--- src/rtl/irq_pacer_pkg.sv ---
package irq_pacer_pkg;

   localparam int SRC_PER_SLOT = 4;
   localparam int SRC_REQ0     = 0;
   localparam int SRC_REQ1     = 1;
   localparam int SRC_FORCE    = 2;
   localparam int SRC_PFAIL    = 3;
   localparam int REG_W        = 32;
   localparam int GAP_CFG_W    = 9;
   localparam int CODE_W       = 4;

   typedef enum logic {
      PACE_IDLE   = 1'b0,
      PACE_ACTIVE = 1'b1
   } pace_state_e;

   typedef struct packed {
      logic                    force_src;
      logic [SRC_PER_SLOT-1:0] lvl;
      logic [SRC_PER_SLOT-1:0] en;
   } slot_ctrl_t;

endpackage

--- src/rtl/irq_pin_filter.sv ---
module irq_pin_filter #(
   parameter int SYNC_STAGES = 2
) (
   input  logic clk,
   input  logic rst_n,
   input  logic pin_n,
   output logic active
);

   logic [SYNC_STAGES-1:0] sync_q;
   logic                   hist_q;

   generate
      if (SYNC_STAGES < 2) begin : g_bad_stages
         $error("irq_pin_filter: SYNC_STAGES must be at least 2");
      end
   endgenerate

   always_ff @(posedge clk or negedge rst_n) begin
      if (!rst_n) begin
         sync_q <= '1;
         hist_q <= 1'b1;
         active <= 1'b0;
      end else begin
         sync_q <= {sync_q[SYNC_STAGES-2:0], pin_n};
         hist_q <= sync_q[SYNC_STAGES-1];
         if (sync_q[SYNC_STAGES-1] == hist_q)
            active <= ~hist_q;
      end
   end

   assert_glitch_rise_R1: assert property (@(posedge clk) disable iff (!rst_n)
      $rose(active) |-> (!$past(sync_q[SYNC_STAGES-1]) && !$past(sync_q[SYNC_STAGES-1], 2)));

   assert_glitch_fall_R1: assert property (@(posedge clk) disable iff (!rst_n)
      $fell(active) |-> ($past(sync_q[SYNC_STAGES-1]) && $past(sync_q[SYNC_STAGES-1], 2)));

endmodule

--- src/rtl/irq_slot.sv ---
module irq_slot
   import irq_pacer_pkg::*;
#(
   parameter int SYNC_STAGES = 2
) (
   input  logic                    clk,
   input  logic                    rst_n,
   input  logic [1:0]              req_n,
   input  logic                    pfail_n,
   input  logic                    wr_status,
   input  logic                    wr_ctrl,
   input  logic [8:0]              wdata,
   output logic [SRC_PER_SLOT-1:0] status,
   output slot_ctrl_t              ctrl,
   output logic                    pending
);

   logic [SRC_PER_SLOT-1:0] src, src_q, rise, clr, status_d;
   logic [1:0]              req_act;
   logic                    pfail_act;

   generate
      for (genvar p = 0; p < 2; p++) begin : g_req
         irq_pin_filter #(.SYNC_STAGES(SYNC_STAGES)) u_filt (
            .clk   (clk),
            .rst_n (rst_n),
            .pin_n (req_n[p]),
            .active(req_act[p])
         );
      end
   endgenerate

   irq_pin_filter #(.SYNC_STAGES(SYNC_STAGES)) u_pfail (
      .clk   (clk),
      .rst_n (rst_n),
      .pin_n (pfail_n),
      .active(pfail_act)
   );

   assign src[SRC_REQ0]  = req_act[0];
   assign src[SRC_REQ1]  = req_act[1];
   assign src[SRC_FORCE] = ctrl.force_src;
   assign src[SRC_PFAIL] = pfail_act;

   assign rise = src & ~src_q;
   assign clr  = wr_status ? wdata[SRC_PER_SLOT-1:0] : '0;

   always_comb begin
      for (int i = 0; i < SRC_PER_SLOT; i++)
         status_d[i] = ctrl.lvl[i] ? src[i] : ((status[i] & ~clr[i]) | rise[i]);
   end

   always_ff @(posedge clk or negedge rst_n) begin
      if (!rst_n) begin
         ctrl   <= '0;
         src_q  <= '0;
         status <= '0;
      end else begin
         if (wr_ctrl)
            ctrl <= slot_ctrl_t'(wdata);
         src_q  <= src;
         status <= status_d;
      end
   end

   assign pending = |(status & ctrl.en);

   generate
      for (genvar i = 0; i < SRC_PER_SLOT; i++) begin : g_chk
         assert_edge_hold_R3: assert property (@(posedge clk) disable iff (!rst_n)
            (!ctrl.lvl[i] && status[i] && !clr[i]) |=> status[i]);
         assert_set_wins_R5: assert property (@(posedge clk) disable iff (!rst_n)
            (!ctrl.lvl[i] && rise[i]) |=> status[i]);
      end
   endgenerate

endmodule

--- src/rtl/irq_pace_fsm.sv ---
module irq_pace_fsm
   import irq_pacer_pkg::*;
#(
   parameter int AGG_BASE_CYCLES = 3200,
   parameter int GAP_TICK_CYCLES = 7
) (
   input  logic                 clk,
   input  logic                 rst_n,
   input  logic                 combined,
   input  logic                 msi_mode,
   input  logic [CODE_W-1:0]    agg_code,
   input  logic [GAP_CFG_W-1:0] gap_cfg,
   output logic                 msg_valid,
   output logic                 msg_assert,
   output logic                 line_active
);

   localparam int AGG_W = $clog2(AGG_BASE_CYCLES + 1) + (1 << CODE_W);
   localparam int GAP_W = GAP_CFG_W + $clog2(GAP_TICK_CYCLES + 1) + 1;

   generate
      if (AGG_BASE_CYCLES < 1 || GAP_TICK_CYCLES < 1) begin : g_bad_timing
         $error("irq_pace_fsm: timing parameters must be positive");
      end
   endgenerate

   pace_state_e          state;
   logic [AGG_W-1:0]     agg_cnt, agg_reload;
   logic [GAP_W-1:0]     gap_cnt, gap_load;
   logic [GAP_CFG_W-1:0] gap_eff;

   assign agg_reload = (AGG_W'(AGG_BASE_CYCLES) << agg_code) - AGG_W'(1);
   assign gap_eff    = (gap_cfg < GAP_CFG_W'(2)) ? GAP_CFG_W'(2) : gap_cfg;
   assign gap_load   = GAP_W'(gap_eff) * GAP_W'(GAP_TICK_CYCLES);

   always_ff @(posedge clk or negedge rst_n) begin
      if (!rst_n) begin
         state      <= PACE_IDLE;
         agg_cnt    <= '0;
         gap_cnt    <= '0;
         msg_valid  <= 1'b0;
         msg_assert <= 1'b0;
      end else begin
         msg_valid <= 1'b0;
         case (state)
            PACE_IDLE: begin
               if (gap_cnt != '0) begin
                  gap_cnt <= gap_cnt - GAP_W'(1);
               end else if (combined) begin
                  msg_valid  <= 1'b1;
                  msg_assert <= 1'b1;
                  agg_cnt    <= agg_reload;
                  state      <= PACE_ACTIVE;
               end
            end
            PACE_ACTIVE: begin
               if (!combined) begin
                  state   <= PACE_IDLE;
                  gap_cnt <= gap_load;
                  if (!msi_mode) begin
                     msg_valid  <= 1'b1;
                     msg_assert <= 1'b0;
                  end
               end else if (agg_cnt == '0) begin
                  msg_valid  <= 1'b1;
                  msg_assert <= 1'b1;
                  agg_cnt    <= agg_reload;
               end else begin
                  agg_cnt <= agg_cnt - AGG_W'(1);
               end
            end
            default: state <= PACE_IDLE;
         endcase
      end
   end

   assign line_active = (state == PACE_ACTIVE);

   assert_masked_quiet_R6: assert property (@(posedge clk) disable iff (!rst_n)
      (state == PACE_IDLE && !combined) |=> !msg_valid);

   assert_msi_no_deassert_R10: assert property (@(posedge clk) disable iff (!rst_n)
      (state == PACE_ACTIVE && msi_mode) |=> !(msg_valid && !msg_assert));

   assert_gap_hold_R11: assert property (@(posedge clk) disable iff (!rst_n)
      (state == PACE_IDLE && gap_cnt != '0) |=> !msg_valid);

endmodule

--- src/rtl/irq_pacer.sv ---
module irq_pacer
   import irq_pacer_pkg::*;
#(
   parameter int NUM_SLOTS       = 3,
   parameter int AGG_BASE_CYCLES = 3200,
   parameter int GAP_TICK_CYCLES = 7,
   parameter int SYNC_STAGES     = 2,
   parameter int ADDR_W          = $clog2(2 * NUM_SLOTS + 1)
) (
   input  logic                   clk,
   input  logic                   rst_n,
   input  logic                   reg_we,
   input  logic [ADDR_W-1:0]      reg_addr,
   input  logic [31:0]            reg_wdata,
   output logic [31:0]            reg_rdata,
   input  logic [2*NUM_SLOTS-1:0] ext_req_n,
   input  logic [NUM_SLOTS-1:0]   pwr_fail_n,
   output logic                   msg_valid,
   output logic                   msg_assert,
   output logic                   msg_msi,
   output logic                   irq_asserted
);

   localparam int GLOBAL_ADDR = 2 * NUM_SLOTS;

   generate
      if (NUM_SLOTS < 1 || NUM_SLOTS > 16) begin : g_bad_slots
         $error("irq_pacer: NUM_SLOTS out of range 1..16");
      end
      if (ADDR_W < $clog2(GLOBAL_ADDR + 1)) begin : g_bad_addr
         $error("irq_pacer: ADDR_W too narrow for the register map");
      end
   endgenerate

   logic [CODE_W-1:0]       agg_code;
   logic                    msi_mode;
   logic [GAP_CFG_W-1:0]    gap_cfg;
   logic [SRC_PER_SLOT-1:0] slot_status [NUM_SLOTS];
   slot_ctrl_t              slot_ctrl   [NUM_SLOTS];
   logic [NUM_SLOTS-1:0]    slot_pending;
   logic                    wr_global;
   logic                    unused_wdata;

   assign unused_wdata = ^{reg_wdata[31:25], reg_wdata[15:9]};
   assign wr_global    = reg_we && (reg_addr == ADDR_W'(GLOBAL_ADDR));

   always_ff @(posedge clk or negedge rst_n) begin
      if (!rst_n) begin
         agg_code <= '0;
         msi_mode <= 1'b0;
         gap_cfg  <= GAP_CFG_W'(2);
      end else if (wr_global) begin
         agg_code <= reg_wdata[CODE_W-1:0];
         msi_mode <= reg_wdata[4];
         gap_cfg  <= reg_wdata[16 +: GAP_CFG_W];
      end
   end

   generate
      for (genvar s = 0; s < NUM_SLOTS; s++) begin : g_slot
         irq_slot #(.SYNC_STAGES(SYNC_STAGES)) u_slot (
            .clk      (clk),
            .rst_n    (rst_n),
            .req_n    (ext_req_n[2*s +: 2]),
            .pfail_n  (pwr_fail_n[s]),
            .wr_status(reg_we && (reg_addr == ADDR_W'(2*s))),
            .wr_ctrl  (reg_we && (reg_addr == ADDR_W'(2*s + 1))),
            .wdata    (reg_wdata[8:0]),
            .status   (slot_status[s]),
            .ctrl     (slot_ctrl[s]),
            .pending  (slot_pending[s])
         );
      end
   endgenerate

   always_comb begin
      reg_rdata = '0;
      if (reg_addr == ADDR_W'(GLOBAL_ADDR))
         reg_rdata = {7'd0, gap_cfg, 11'd0, msi_mode, agg_code};
      for (int s = 0; s < NUM_SLOTS; s++) begin
         if (reg_addr == ADDR_W'(2*s))
            reg_rdata = {28'd0, slot_status[s]};
         if (reg_addr == ADDR_W'(2*s + 1))
            reg_rdata = {23'd0, slot_ctrl[s]};
      end
   end

   irq_pace_fsm #(
      .AGG_BASE_CYCLES(AGG_BASE_CYCLES),
      .GAP_TICK_CYCLES(GAP_TICK_CYCLES)
   ) u_pace (
      .clk        (clk),
      .rst_n      (rst_n),
      .combined   (|slot_pending),
      .msi_mode   (msi_mode),
      .agg_code   (agg_code),
      .gap_cfg    (gap_cfg),
      .msg_valid  (msg_valid),
      .msg_assert (msg_assert),
      .line_active(irq_asserted)
   );

   assign msg_msi = msi_mode;

   assert_assert_needs_request_R7: assert property (@(posedge clk) disable iff (!rst_n)
      (!irq_asserted && !(|slot_pending)) |=> !irq_asserted);

endmodule

--- config.mk ---
export PLATFORM = sky130hd
export DESIGN_NAME = irq_pacer
export DESIGN_NICKNAME = d
export VERILOG_FILES = /design/src/rtl/irq_pacer_pkg.sv /design/src/rtl/irq_pin_filter.sv /design/src/rtl/irq_slot.sv /design/src/rtl/irq_pace_fsm.sv /design/src/rtl/irq_pacer.sv
export SDC_FILE = /design/constraint.sdc
export NUM_CORES = 1
export LEC_CHECK = 0
export BUFFER_PORTS_ARGS = -buffer_cell sky130_fd_sc_hd__buf_2
export CORE_MARGIN = 2
export CORE_UTILIZATION = 40
export DETAILED_ROUTE_END_ITERATION = 10
export GPL_TIMING_DRIVEN = 0
export HOLD_SLACK_MARGIN = 0.1
export PLACE_DENSITY = 0.7
export SLEW_MARGIN = 10
export SYNTH_ARGS = -nofsm -noshare
export SYNTH_HDL_FRONTEND = slang
export SYNTH_SLANG_ARGS = --single-unit
--- constraint.sdc ---
create_clock -name clk -period 4.7 [get_ports clk]
set_input_delay 1.41 -clock clk [delete_from_list [all_inputs] [get_ports clk]]
set_output_delay 1.41 -clock clk [all_outputs]
set_load 0.01 [all_outputs]
==> metrics.md <==
| Metric | Value |
|---|---|
| Hold Worst Slack | `0.354 ns` |
| Pwr/cell area | `515 nW/um^2` |
| Fin. max-slew vios | `0` |
| Tot GR Track Use | `0.188` |
| 1st-pass router iterations | `6` |
| H-tree depth | `4` |
| # diodes | `0` |
| Tcrit/Tclk final | `0.944` |
| Core Area | `between 15000 and 20000 um^2` |
| CP required | `between 3 and 4 ns` |
| Synthesized instance count | `783` |
| DIE AREA | `20800 um^2` |
| Dpl hpwl | `13.2 mm` |
| IO Port Bufs | `53` |
| Placer Congestion | `0.901` |
| Sequential element share of the synthesized area | `0.466` |
| Top post-synthesis cells by count | `117 x dfrtp_1, 55 x nand2_1, 55 x nor2_1` |
| Post-Layout Inst Area | `9110 um^2` |
| DIE WIDTH | `144 um` |
| Post-synth ARST share | `1.00` |
| Setup tns final | `0 ns` |
| Area post-placement | `8550 um^2` |
| Slew @ Worst Pin | `between 0.9 and 1 ns` |
| Die Ht | `144 um` |
| Ys flop type | `dfrtp_1` |
| Status | `finished, final reports clean` |
| TritonCTS Buffers | `17` |
| Max Fclk | `roughly 230 MHz` |
| CP endpoint kind | `output pin` |
| Mapped cell area | `7870 um^2` |
| Post-synthesis area per instance | `~10 um^2` |
| Synth top area share | `0.372` |
| WP data arrival | `3.03 ns` |
| Min-delay worst type | `register to register` |
| # clock sinks | `145` |
| Final setup margin | `0.261 ns` |
| Number of synthesized flops with an enable pin | `0` |
| Drt wl/cell | `16.3 um` |
| Post-CTS Resized | `0` |
| Count leader, synth | `dfrtp_1` |
| Post-CTS Setup Inserts | `0` |
| Synth top area cells | `dfrtp_1 37%, dfstp_2 9.4%, mux2_2 5.9%` |
| Clock-pin slew on the worst setup and hold paths | `0.06 ns` |
| Initial drt markers | `611` |
| CTS tree | `done` |
| Share of cells above drive strength 1 | `0.220` |
| Ports | `83` |
| Max-Cap Viols | `0` |
| Post-synth top area cell | `dfrtp_1` |
| FF+latch count, synth | `145` |
| DRC viols | `0` |
| Final hold vios | `0` |
| Vias in the first global route | `approximately 6000` |
| Total grt overflow | `0` |
| Initial antenna violation count | `0` |
| Clk_lat worst skew | `0.42 ns` |
| Critical Path Source Type | `primary input` |
| Pin count of the biggest net entering global routing | `79` |
| Leak | `about 4.0 nW` |
| Routed Antenna Nets | `0` |
| Maximum root-to-sink buffer count | `2` |
| Nets | `~940` |
| Root Buffer | `clkbuf_16` |
| First-pass GRT wire length | `30.7 mm` |
| Hold-fix buffer count after cts | `0` |
| Place WS | `0.115 ns` |
| Via count | `6230` |
| Crit Path Max Fanout | `10` |
| VDD IR-drop max | `around 0.00038 V` |
| Synth unique cells | `77` |
| Final setup vio count | `0` |
| Slew headroom | `0.347` |
| Initial Util | `0.406` |
| Synth-to-layout area growth | `15.8%` |
| Final wirelength | `18.7 mm` |
| FP Rows | `51` |
| Final Critical Period | `4.44 ns` |
| Crit Path Class | `primary input to output pin` |
| RSZ-0062 raised after global routing | `no` |
| Vias/cell | `~5.4` |
| Yosys warnings | `0` |
| Clk_skew | `~0.0074 ns` |
[where the power goes]
group	total (mW)	internal, mW	switching [mW]
Clock	1.29	0.715	0.573
Combinational	1.53	0.683	0.847
Sequential	1.87	1.56	0.316
[final cells by class]
class / instances / area (um^2)
tap: 265 / 332
fill: 1852 / 10300
clock buffer: 20 / 457
multi-input combinational: 553 / 3810
sequential: 145 / 3660
inverter: 47 / 176
buffer: 51 / 265
timing repair buffer: 54 / 303
clock inverter: 12 / 100
[per-layer routing]
| layer | vias to the layer above | global-route usage | routed length, um |
|---|---|---|---|
| met3 | 19 | 0.0450 | 1010 |
| li1 | 2961 | - | - |
| met2 | 197 | 0.299 | 8940 |
| met1 | 3053 | 0.258 | 8610 |
| met4 | 0 | 0.0531 | 178 |
| met5 | - | 0 | 0 |
[worst max-delay path, stage by stage]
cell and delay, ns:
buf_2 0.13, buf_1 0.41, clkbuf_1 0.48, nor2_1 0.11
a21oi_1 0.16, a21oi_1 0.14, buf_2 0.19
[sequential cells by signal (all words and copies together) (netlist names)]
| name | flops |
|---|---|
| g_slot.u_slot.u_pfail.active | 3 |
| u_pace.msg_assert | 1 |
| msg_msi | 1 |
| g_slot.u_slot.g_req.u_filt.sync_q | 12 |
| g_slot.u_slot.g_req.u_filt.active | 6 |
| u_pace.line_active | 1 |
| g_slot.u_slot.u_pfail.sync_q | 6 |
| u_pace.msg_valid | 1 |
| u_pace.agg_cnt | 28 |
| g_slot.u_slot.status | 12 |
| g_slot.u_slot.ctrl | 27 |
| g_slot.u_slot.u_pfail.hist_q | 3 |
| agg_code | 4 |
| g_slot.u_slot.src_q | 12 |
| g_slot.u_slot.g_req.u_filt.hist_q | 6 |
| gap_cfg | 9 |
| u_pace.gap_cnt | 13 |
[stage by stage]
| stage | utilization | total power [mW] | cells |
|---|---|---|---|
| 6_report | 0.469 | 4.69 | 1147 |
| 5_1_grt | 0.469 | 5.01 | 1147 |
| 4_1_cts | 0.469 | 4.70 | 1147 |
| 3_5_place_dp | 0.441 | 3.40 | 1115 |
| 3_3_place_gp | 0.439 | 3.35 | 1114 |
| 2_1_floorplan | - | 2.97 | 796 |
[logic make-up after synthesis]
kind of cell / share of synthesized area
and+or+nand+nor: 0.171
xor gates and xnor gates: 0.0122
buffers and inverters: 0.0560
DFF: 0.466
muxes: 0.0867
adders and majority gates: 0.0522
AOI/OAI and AO/OA: 0.156
other: 0.000477
[layout by cell type, fill, tap and decap left out, types with 5 or more instances in the layout]
cell type	netlist	final
nand4_1	7	7
dfstp_2	28	28
nor3b_1	7	7
inv_1	46	46
or3_1	6	6
xnor2_1	5	5
clkbuf_1	27	28
xor2_1	6	6
o21ai_0	45	45
o31ai_1	6	6
a21oi_1	54	54
conb_1	1	14
a22oi_1	7	7
nand3_1	21	21
nor2b_1	14	14
nor4_1	8	8
nand3b_1	9	9
buf_2	4	56
dfrtp_1	117	117
o21ai_1	13	13
nand2_1	55	55
nor3_1	19	19
a31oi_1	6	6
and2_1	15	15
ha_1	20	20
clkbuf_16	0	17
mux2_2	41	41
mux2i_1	13	13
a21o_1	10	10
fa_1	8	8
nor2_1	55	55
buf_4	14	14
o22ai_1	5	5
a211oi_1	6	6
a32o_1	5	5
[worst paths after layout]
check	startpoint	to	slack, ns	depth (start not counted)
worst max-delay path	reg_addr[0]	reg_rdata[2]	0.26	7
worst min-delay path	g_slot[1].u_slot.u_pfail.sync_q[0]	g_slot[1].u_slot.u_pfail.sync_q[1]	0.35	0
worst max register to register	gap_cfg[7]	u_pace.gap_cnt[11]	1.02	15
worst min register to register	g_slot[1].u_slot.u_pfail.sync_q[0]	g_slot[1].u_slot.u_pfail.sync_q[1]	0.35	0
max in group asynchronous	rst_n	g_slot[0].u_slot.u_pfail.sync_q[1]	2.98	2
min in group asynchronous	rst_n	u_pace.agg_cnt[2]	0.93	1
No activity file was read; power rests on OpenSTA's default activity.
